[src/rtl/subword_align_pkg.sv]
package subword_align_pkg;

    localparam int unsigned WORD_W = 32;
    localparam int unsigned LANE_W = 8;

    typedef enum logic [1:0] {
        SZ_BYTE = 2'b00,
        SZ_HALF = 2'b01,
        SZ_WORD = 2'b10,
        SZ_RSVD = 2'b11
    } acc_size_e;

    typedef struct packed {
        logic      load;
        logic      store;
        acc_size_e size;
        logic      zext;
    } req_dec_t;

    // Width code 11 is folded onto a full-word access.
    function automatic logic size_is_word(input acc_size_e sz);
        return (sz == SZ_WORD) || (sz == SZ_RSVD);
    endfunction

    function automatic req_dec_t decode_req(input logic valid, input logic st,
                                            input logic [1:0] sz, input logic zx);
        req_dec_t d;
        d.load  = valid & ~st;
        d.store = valid & st;
        d.size  = acc_size_e'(sz);
        d.zext  = zx;
        return d;
    endfunction

endpackage

[src/rtl/subword_load_extract.sv]
module subword_load_extract
    import subword_align_pkg::*;
#(
    parameter int unsigned DATA_W = 32,
    parameter int unsigned BYTE_W = 8
) (
    input  logic [DATA_W-1:0]                      mem_word,
    input  logic [$clog2(DATA_W/BYTE_W)-1:0]       lane_idx,
    input  acc_size_e                              size,
    input  logic                                   zext,
    output logic [DATA_W-1:0]                      result
);
    localparam int unsigned LANES  = DATA_W / BYTE_W;
    localparam int unsigned HALF_W = 2 * BYTE_W;
    localparam int unsigned NHALF  = LANES / 2;
    localparam int unsigned IDX_W  = $clog2(LANES);

    logic [BYTE_W-1:0] byte_lane [LANES];
    logic [HALF_W-1:0] half_lane [NHALF];

    // Big-endian: lane 0 is the most significant slice.
    for (genvar g = 0; g < LANES; g++) begin : g_byte
        assign byte_lane[g] = mem_word[DATA_W-1-g*BYTE_W -: BYTE_W];
    end
    for (genvar h = 0; h < NHALF; h++) begin : g_half
        assign half_lane[h] = mem_word[DATA_W-1-h*HALF_W -: HALF_W];
    end

    logic [BYTE_W-1:0] byte_sel;
    logic [HALF_W-1:0] half_sel;
    logic              byte_fill;
    logic              half_fill;

    assign byte_sel  = byte_lane[lane_idx];
    assign half_sel  = half_lane[lane_idx[IDX_W-1:1]];
    assign byte_fill = ~zext & byte_sel[BYTE_W-1];
    assign half_fill = ~zext & half_sel[HALF_W-1];

    always_comb begin
        if (size_is_word(size)) begin
            result = mem_word;
        end else if (size == SZ_HALF) begin
            result = {{(DATA_W-HALF_W){half_fill}}, half_sel};
        end else begin
            result = {{(DATA_W-BYTE_W){byte_fill}}, byte_sel};
        end
    end
endmodule

[src/rtl/subword_store_merge.sv]
module subword_store_merge
    import subword_align_pkg::*;
#(
    parameter int unsigned DATA_W = 32,
    parameter int unsigned BYTE_W = 8
) (
    input  logic [DATA_W-1:0]                      src,
    input  logic [$clog2(DATA_W/BYTE_W)-1:0]       lane_idx,
    input  acc_size_e                              size,
    output logic [DATA_W-1:0]                      wdata,
    output logic [DATA_W/BYTE_W-1:0]               be
);
    localparam int unsigned LANES  = DATA_W / BYTE_W;
    localparam int unsigned HALF_W = 2 * BYTE_W;
    localparam int unsigned NHALF  = LANES / 2;
    localparam int unsigned IDX_W  = $clog2(LANES);

    logic [LANES-1:0] be_byte;
    logic [LANES-1:0] be_half;

    // Enable bit LANES-1-g covers lane g (big-endian lane order).
    for (genvar g = 0; g < LANES; g++) begin : g_be
        assign be_byte[LANES-1-g] = (lane_idx == IDX_W'(g));
        assign be_half[LANES-1-g] = (lane_idx[IDX_W-1:1] == (IDX_W-1)'(g / 2));
    end

    always_comb begin
        if (size_is_word(size)) begin
            wdata = src;
            be    = '1;
        end else if (size == SZ_HALF) begin
            wdata = {NHALF{src[HALF_W-1:0]}};
            be    = be_half;
        end else begin
            wdata = {LANES{src[BYTE_W-1:0]}};
            be    = be_byte;
        end
    end
endmodule

[src/rtl/subword_align_unit.sv]
module subword_align_unit
    import subword_align_pkg::*;
#(
    parameter int unsigned DATA_W = WORD_W,
    parameter int unsigned BYTE_W = LANE_W
) (
    input  logic                        clk,
    input  logic                        rst,
    input  logic                        req_valid,
    input  logic                        is_store,
    input  logic [1:0]                  acc_size,
    input  logic                        ld_zext,
    input  logic [1:0]                  addr_lo,
    input  logic [DATA_W-1:0]           mem_rdata,
    input  logic [DATA_W-1:0]           reg_wdata,
    output logic                        rsp_valid,
    output logic [DATA_W-1:0]           ld_result,
    output logic [DATA_W-1:0]           st_wdata,
    output logic [DATA_W/BYTE_W-1:0]    st_be
);
    localparam int unsigned LANES = DATA_W / BYTE_W;

    req_dec_t          dec;
    logic [DATA_W-1:0] ld_next;
    logic [DATA_W-1:0] st_next;
    logic [LANES-1:0]  be_next;

    assign dec = decode_req(req_valid, is_store, acc_size, ld_zext);

    subword_load_extract #(.DATA_W(DATA_W), .BYTE_W(BYTE_W)) u_load (
        .mem_word (mem_rdata),
        .lane_idx (addr_lo),
        .size     (dec.size),
        .zext     (dec.zext),
        .result   (ld_next)
    );

    subword_store_merge #(.DATA_W(DATA_W), .BYTE_W(BYTE_W)) u_store (
        .src      (reg_wdata),
        .lane_idx (addr_lo),
        .size     (dec.size),
        .wdata    (st_next),
        .be       (be_next)
    );

    always_ff @(posedge clk) begin
        if (rst) begin
            rsp_valid <= 1'b0;
            ld_result <= '0;
            st_wdata  <= '0;
            st_be     <= '0;
        end else begin
            rsp_valid <= req_valid;
            ld_result <= dec.load  ? ld_next : '0;
            st_wdata  <= dec.store ? st_next : '0;
            st_be     <= dec.store ? be_next : '0;
        end
    end
endmodule

[config.mk]
export PLATFORM = sky130hd
export DESIGN_NAME = subword_align_unit
export DESIGN_NICKNAME = d
export VERILOG_FILES = /design/src/rtl/subword_align_pkg.sv /design/src/rtl/subword_load_extract.sv /design/src/rtl/subword_store_merge.sv /design/src/rtl/subword_align_unit.sv
export SDC_FILE = /design/constraint.sdc
export NUM_CORES = 1
export LEC_CHECK = 0
export BUFFER_PORTS_ARGS = -buffer_cell sky130_fd_sc_hd__buf_2
export CAP_MARGIN = 20
export CORE_MARGIN = 1.5
export CORE_UTILIZATION = 49
export DETAILED_ROUTE_END_ITERATION = 8
export PLACE_DENSITY = 0.85
export RECOVER_POWER = 25
export SLEW_MARGIN = 30
export SYNTH_ARGS = -nofsm -noshare
export SYNTH_HDL_FRONTEND = slang
export SYNTH_SLANG_ARGS = --single-unit
[constraint.sdc]
create_clock -name clk -period 3.2 [get_ports clk]
set_clock_uncertainty 0.05 [all_clocks]
set_input_delay 0.64 -clock clk [delete_from_list [all_inputs] [get_ports clk]]
set_output_delay 0.64 -clock clk [all_outputs]
set_load 0.1 [all_outputs]
==> flow_summary.yaml, run 1 <==
die:
  die_y_um: 78.8
  core_um2: 5540
  start_util_pct: 50.8
  die-area_um2: 6210
  die_w_um: 78.8
  io_pins: 142
  rows: 27
pwr:
  p_total_mw: 2.06
  leakagePower_nw: 1.79
  powerDensity_nw_per_um2: 554
  power_switching_share_pct: 31.2
  ir_drop_mv: 0.332
  seqPwrFrac_pct: 43.3
  clkPwrFrac_pct: 35.6
  power.internal_mw: 1.41
  switchingPower_uw: 642
  comb_power_share_pct: 21.1
sta:
  slew_viol_final: 0
  worstMarginPinSlew_ns: 0.945
  maxClockFrequency_mhz: 479
  rsz0062_at_grt: "false"
  setup_viol: 0
  whs_ns: 0.465
  slew_headroom_pct: 36.8
  fin_crit_sh_pct: 65.2
  period_needed_ns: 2.09
  timing_hold_violations_final: 0
  tns_ns: 0
logic_synthesis:
  syn_avg_cell_area_um2: 9.67
  syn_nets: 364
  yosysWarnings: 0
  netlist_area_um2: 2810
  synth_ff_type: "dfxtp_1"
  synth_area_leaders: "dfxtp_1, mux2_2, a21oi_1"
  postSynth.asyncResetShare_pct: 0
  yosysTopAreaCellShare_pct: 49.1
  ys_ff_latch: 69
  synth.distinct_cells: 31
  syn_inst: 291
  synth_edf_count: 0
  synth_area_leader_cell: "dfxtp_1"
  seq_area_frac_synth_pct: 49.1
place:
  io_buffers: 141
  dp.cells: 484
  place_congestion: 0.814
  dp.final_hpwl_um: 5800
clocking:
  ctsResizeCount: 0
  cts_buffers: 9
  postCtsHoldBufs: 0
  cts_max_level: 3
  post_cts_buffers: 0
  cts_tree: "built"
  root_buffer: "clkbuf_8"
  clockBufferDepth: 2
  path_clk_slew_ns: 0.07
  clock_sinks: 69
grt:
  antenna_found_initial: 0
  grt_overflow_total: 0
  grt_usage_pct: 26.1
  use_met3_pct: 7.82
  use_met1_pct: 29.0
  use_met2_pct: 45.3
  grt_max_degree: 36
  grt_pass1_wl_um: 12200
  busiest_layer: "met2"
  grt_pass1_vias: 2531
worst_setup_path:
  worstSetupEndpointType: "register"
  critPathArrivalTime_ns: 2.22
  cp_max_fo: 35
  setup.worst_path.class: "in -> reg"
  worstSetupStartpointType: "input port"
  critPathRequiredTime_ns: 3.33
layout:
  drive_gt1_share_pct: 44.9
  final_cells: 500
  diodes: 0
  fin_nets: 496
  area_delta_synth_final_pct: 31.9
detailed_routing:
  vias: 2727
  drt-initial-drc-count: 154
  via_per_inst: 5.45
  first_pass_iters: 5
  wl_per_cell_um: 16.1
  routed_wirelength_um: 8050
  postRouteAntennaNets: 0
  drc: 0
run:
  max_cap_viol_count: 0
worst_hold_path:
  holdPathStages: 3
  whs_endpoint: "ld_result[18]$_SDFF_PP0_"
  hold_path_class: "in -> reg"
  min_from: "mem_rdata[18]"
outcome:
  status: "completed"
==> layer usage <==
metal	part of all wire, %	vias up	wire length, um
met5	0	-	0
met4	3.2	0	256
met3	7.9	23	635
met2	49	167	3940
met1	40	1231	3210
li1	-	1306	-
==> through the flow <==
| stage | utilization, % | area, um2 | setup slack [ns] |
|---|---|---|---|
| floorplan | - | 2810 | 1.39 |
| global placement | 63.3 | 3510 | 0.935 |
| detailed placement | 63.3 | 3510 | 0.812 |
| CTS | 67.1 | 3720 | 1.17 |
| global route | 67.0 | 3710 | 0.979 |
| finish | 67.0 | 3710 | 1.11 |
==> worst max path at each step <==
stage | to | startpoint | slack, ns | depth (start not counted)
5_1_grt | st_wdata[9]$_SDFF_PP0_ | rst | 0.98 | 5
3_3_place_gp | ld_result[17]$_SDFF_PP0_ | acc_size[0] | 0.94 | 4
6_report | ld_result[19]$_SDFF_PP0_ | acc_size[0] | 1.11 | 4
4_1_cts | ld_result[19]$_SDFF_PP0_ | acc_size[0] | 1.17 | 4
3_5_place_dp | ld_result[17]$_SDFF_PP0_ | acc_size[0] | 0.81 | 4
2_1_floorplan | ld_result[21]$_SDFF_PP0_ | addr_lo[0] | 1.39 | 5
==> power by group through the flow <==
stage | sequential, mW | clock, mW | combinational, mW
2_1_floorplan | 1.10 | 0 | 0.135
3_3_place_gp | 0.910 | 0 | 0.424
3_5_place_dp | 0.910 | 0 | 0.431
4_1_cts | 0.891 | 0.740 | 0.434
5_1_grt | 0.892 | 0.783 | 0.455
6_report | 0.891 | 0.732 | 0.434
==> flip-flops by register name, indices dropped and copies added, names as in the netlist <==
register,flops
st_be,4
st_wdata,32
rsp_valid,1
ld_result,32
==> synth_stat cells (3+ instances only) <==
cell type and n:
buf_6 3, nor2_1 16, dfxtp_1 69, nand2_1 41, o21ai_0 31, mux2i_1 9, mux2_2 16, o21ai_2 10
a21oi_1 33, a32oi_1 7, a222oi_1 8, and3_1 8, buf_2 6, clkbuf_1 12
==> cell usage in the layout (no fill, tap or decap), drive strengths merged <==
| cell | Yosys | layout |
|---|---|---|
| o32ai | 1 | 1 |
| nor3 | 2 | 2 |
| clkinvlp | 0 | 1 |
| clkbuf | 12 | 16 |
| mux2 | 18 | 18 |
| a21oi | 33 | 33 |
| nor2 | 16 | 16 |
| nor2b | 2 | 2 |
| mux2i | 9 | 9 |
| and3 | 8 | 8 |
| buf | 11 | 141 |
| clkinv | 0 | 1 |
| nor4bb | 1 | 1 |
| inv | 2 | 2 |
| dfxtp | 69 | 69 |
| a221oi | 1 | 1 |
| nor3b | 2 | 2 |
| o21a | 1 | 1 |
| nand2b | 2 | 2 |
| nand2 | 41 | 41 |
| bufinv | 0 | 1 |
| or3 | 1 | 1 |
| o21ba | 1 | 1 |
| o21ai | 41 | 41 |
| a32oi | 7 | 7 |
| o311ai | 1 | 1 |
| or2b | 1 | 1 |
| a222oi | 8 | 8 |
==> cells by family (layout without fill, tap and decap cells) <==
logic type,after synthesis,after routing,share of synthesized area [%]
AO/OA/AOI/OAI,94,94,22.4
AND/OR/NAND/NOR,76,76,12.9
flip-flops,69,69,49.1
multiplexers,27,27,10.7
buffers and inverters,25,162,4.94
==> layout make-up <==
class | instances | area [um2]
Clock buffer | 13 | 169
Clock inverter | 3 | 42.5
Tap cell | 72 | 90.1
Sequential cell | 69 | 1380
Multi-Input combinational cell | 197 | 1300
Timing Repair Buffer | 144 | 722
Fill cell | 463 | 1830
Inverter | 2 | 7.51
==> critical path, cell delays in order <==
cell	delay, ns
buf_2	0.30
nor2b_1	0.26
o311ai_4	0.82
o21ai_0	0.19
No activity file was read; power rests on OpenSTA's default activity.
==> run 2: changes to the inputs <==
Settings changed: CORE_UTILIZATION 49 to 41, PLACE_DENSITY 0.85 to 0.76.
Clock period 3.2 ns to 1.7 ns, I/O delays scaled along.
==> run 2 against run 1 <==
Sequential share of layout area decreased by 1.0 points. Sequential power increased by 89%. Wire length increased by 5.5%. Design area increased by 2.9%. Critical path type unchanged. Critical endpoint is now ld_result[10]$_SDFF_PP0_. Highest routed layer unchanged.
==> flow_summary.yaml, run 2 (same netlist as run 1, synthesis figures left out) <==
worst_setup_path:
  crit_buf_inv: 2
  worstSetupEndpointType: "register"
  critPathArrivalTime_ns: 1.75
  cpMaxStageDelayCell: "clkbuf_1"
  worstSetupStartpointType: "input port"
  critPathRequiredTime_ns: 1.86
  crit_family: "buffers and inverters"
  setup.worst_path.class: "in -> reg"
  cpPeakStageDelay_ns: 0.43
  cp_max_fo: 10
  cp_cell_sequence: "clkbuf_1 -> buf_4 -> mux2_2 -> a222oi_1 -> a21oi_1"
  crit_cells: 5
detailed_routing:
  first_pass_iters: 4
  vias: 2786
  drt-initial-drc-count: 149
  wl_per_cell_um: 16.2
  routed_wirelength_um: 8480
  drc: 0
  postRouteAntennaNets: 0
  via_per_inst: 5.32
layout:
  final_cell_mix: "buf_2, dfxtp_1, nand2_1"
  area_delta_synth_final_pct: 35.7
  num-fill-cells: 631
  final_cells: 524
  top_regs: "ld_result x32, st_wdata x32, st_be x4"
  drive_gt1_share_pct: 45.7
  final_common_cell: "buf_2"
  fin_nets: 512
  diodes: 0
outcome:
  status: "completed"
die:
  die_w_um: 85.8
  io_pins: 142
  core_um2: 6720
  die-area_um2: 7370
  start_util_pct: 41.9
  die_y_um: 85.8
  rows: 30
grt:
  grt_overflow_total: 0
  grt_usage_pct: 22.9
  grt_pass1_vias: 2593
  grt_pass1_wl_um: 12800
  grt_max_degree: 29
  antenna_found_initial: 0
sta:
  period_needed_ns: 1.59
  tns_ns: 0
  slew_viol_final: 0
  maxClockFrequency_mhz: 629
  rsz0062_at_grt: "false"
  fin_crit_sh_pct: 93.5
  slew_headroom_pct: 61.2
  setup_viol: 0
  worstMarginPinSlew_ns: 0.582
  timing_hold_violations_final: 0
clocking:
  cts_max_level: 3
  cts_tree: "built"
  clockBufferDepth: 2
  path_clk_slew_ns: 0.07
  clock_sinks: 69
  root_buffer: "clkbuf_8"
  postCtsHoldBufs: 0
  post_cts_buffers: 0
  cts_buffers: 9
  ctsResizeCount: 0
run:
  max_cap_viol_count: 0
place:
  io_buffers: 141
  dp.final_hpwl_um: 6360
  dp.cells: 508
  place_congestion: 0.855
worst_hold_path:
  hold_path_class: "in -> reg"
  holdPathStages: 3
pwr:
  ir_drop_mv: 0.542
  leakagePower_nw: 1.86
  powerDensity_nw_per_um2: 1000
[run 2: cell count changes in the layout (fill, tap and decap cells not counted)]
cell	change
o311ai_1	+1
o21ai_0	+1
clkbuf_8	-2
buf_2	-1
buf_4	+12
buf_12	+2
clkinv_2	+1
clkbuf_2	+1
o21ai_2	-1
clkbuf_1	+3
o311ai_4	-1
[run 2: worst paths after layout]
path | start | end | slack, ns
setup / recovery | addr_lo[1] | ld_result[10]$_SDFF_PP0_ | 0.11
hold / removal | mem_rdata[20] | ld_result[20]$_SDFF_PP0_ | 0.16
[run 2: metal layers]
metal	track usage [%]	part of all wire [%]
met3	6.74	7.2
met4	7.77	1.3
met1	27.1	42
met2	39.5	49
met5	0	0
[run 2: cell type report]
cell class / count / area (um2) / area share [%]
well taps: 80 / 100 / 2.62
clock buffers: 12 / 145 / 3.80
repair buffers: 160 / 860 / 22.5
inverters: 2 / 7.51 / 0.197
multi-input cells: 197 / 1280 / 33.5
clock inverters: 4 / 47.5 / 1.24
flip-flops and latches: 69 / 1380 / 36.2
[run 2: per-stage QoR]
| step | hold slack (ns) | util (%) | setup WS, ns | total power [mW] | area, um2 |
|---|---|---|---|---|---|
| after floorplan | 0.399 | - | 0.193 | 2.33 | 2810 |
| after global placement | 0.508 | 54.5 | 0.102 | 2.56 | 3660 |
| after detailed placement | 0.510 | 54.5 | 0.0558 | 2.57 | 3660 |
| final | 0.160 | 56.9 | 0.111 | 3.83 | 3820 |
| after global routing | 0.155 | 56.9 | 0.0717 | 3.99 | 3820 |
| after CTS | 0.152 | 57.4 | 0.136 | 3.87 | 3850 |
[run 2: where the power goes]
| group | leakage (nW) | internal [mW] | switching [mW] | total (mW) |
|---|---|---|---|---|
| Clock | 0.0964 | 0.714 | 0.593 | 1.31 |
| Sequential | 0.561 | 1.67 | 0.0132 | 1.68 |
| Combinational | 1.20 | 0.226 | 0.621 | 0.847 |
| Total | 1.86 | 2.61 | 1.23 | 3.83 |
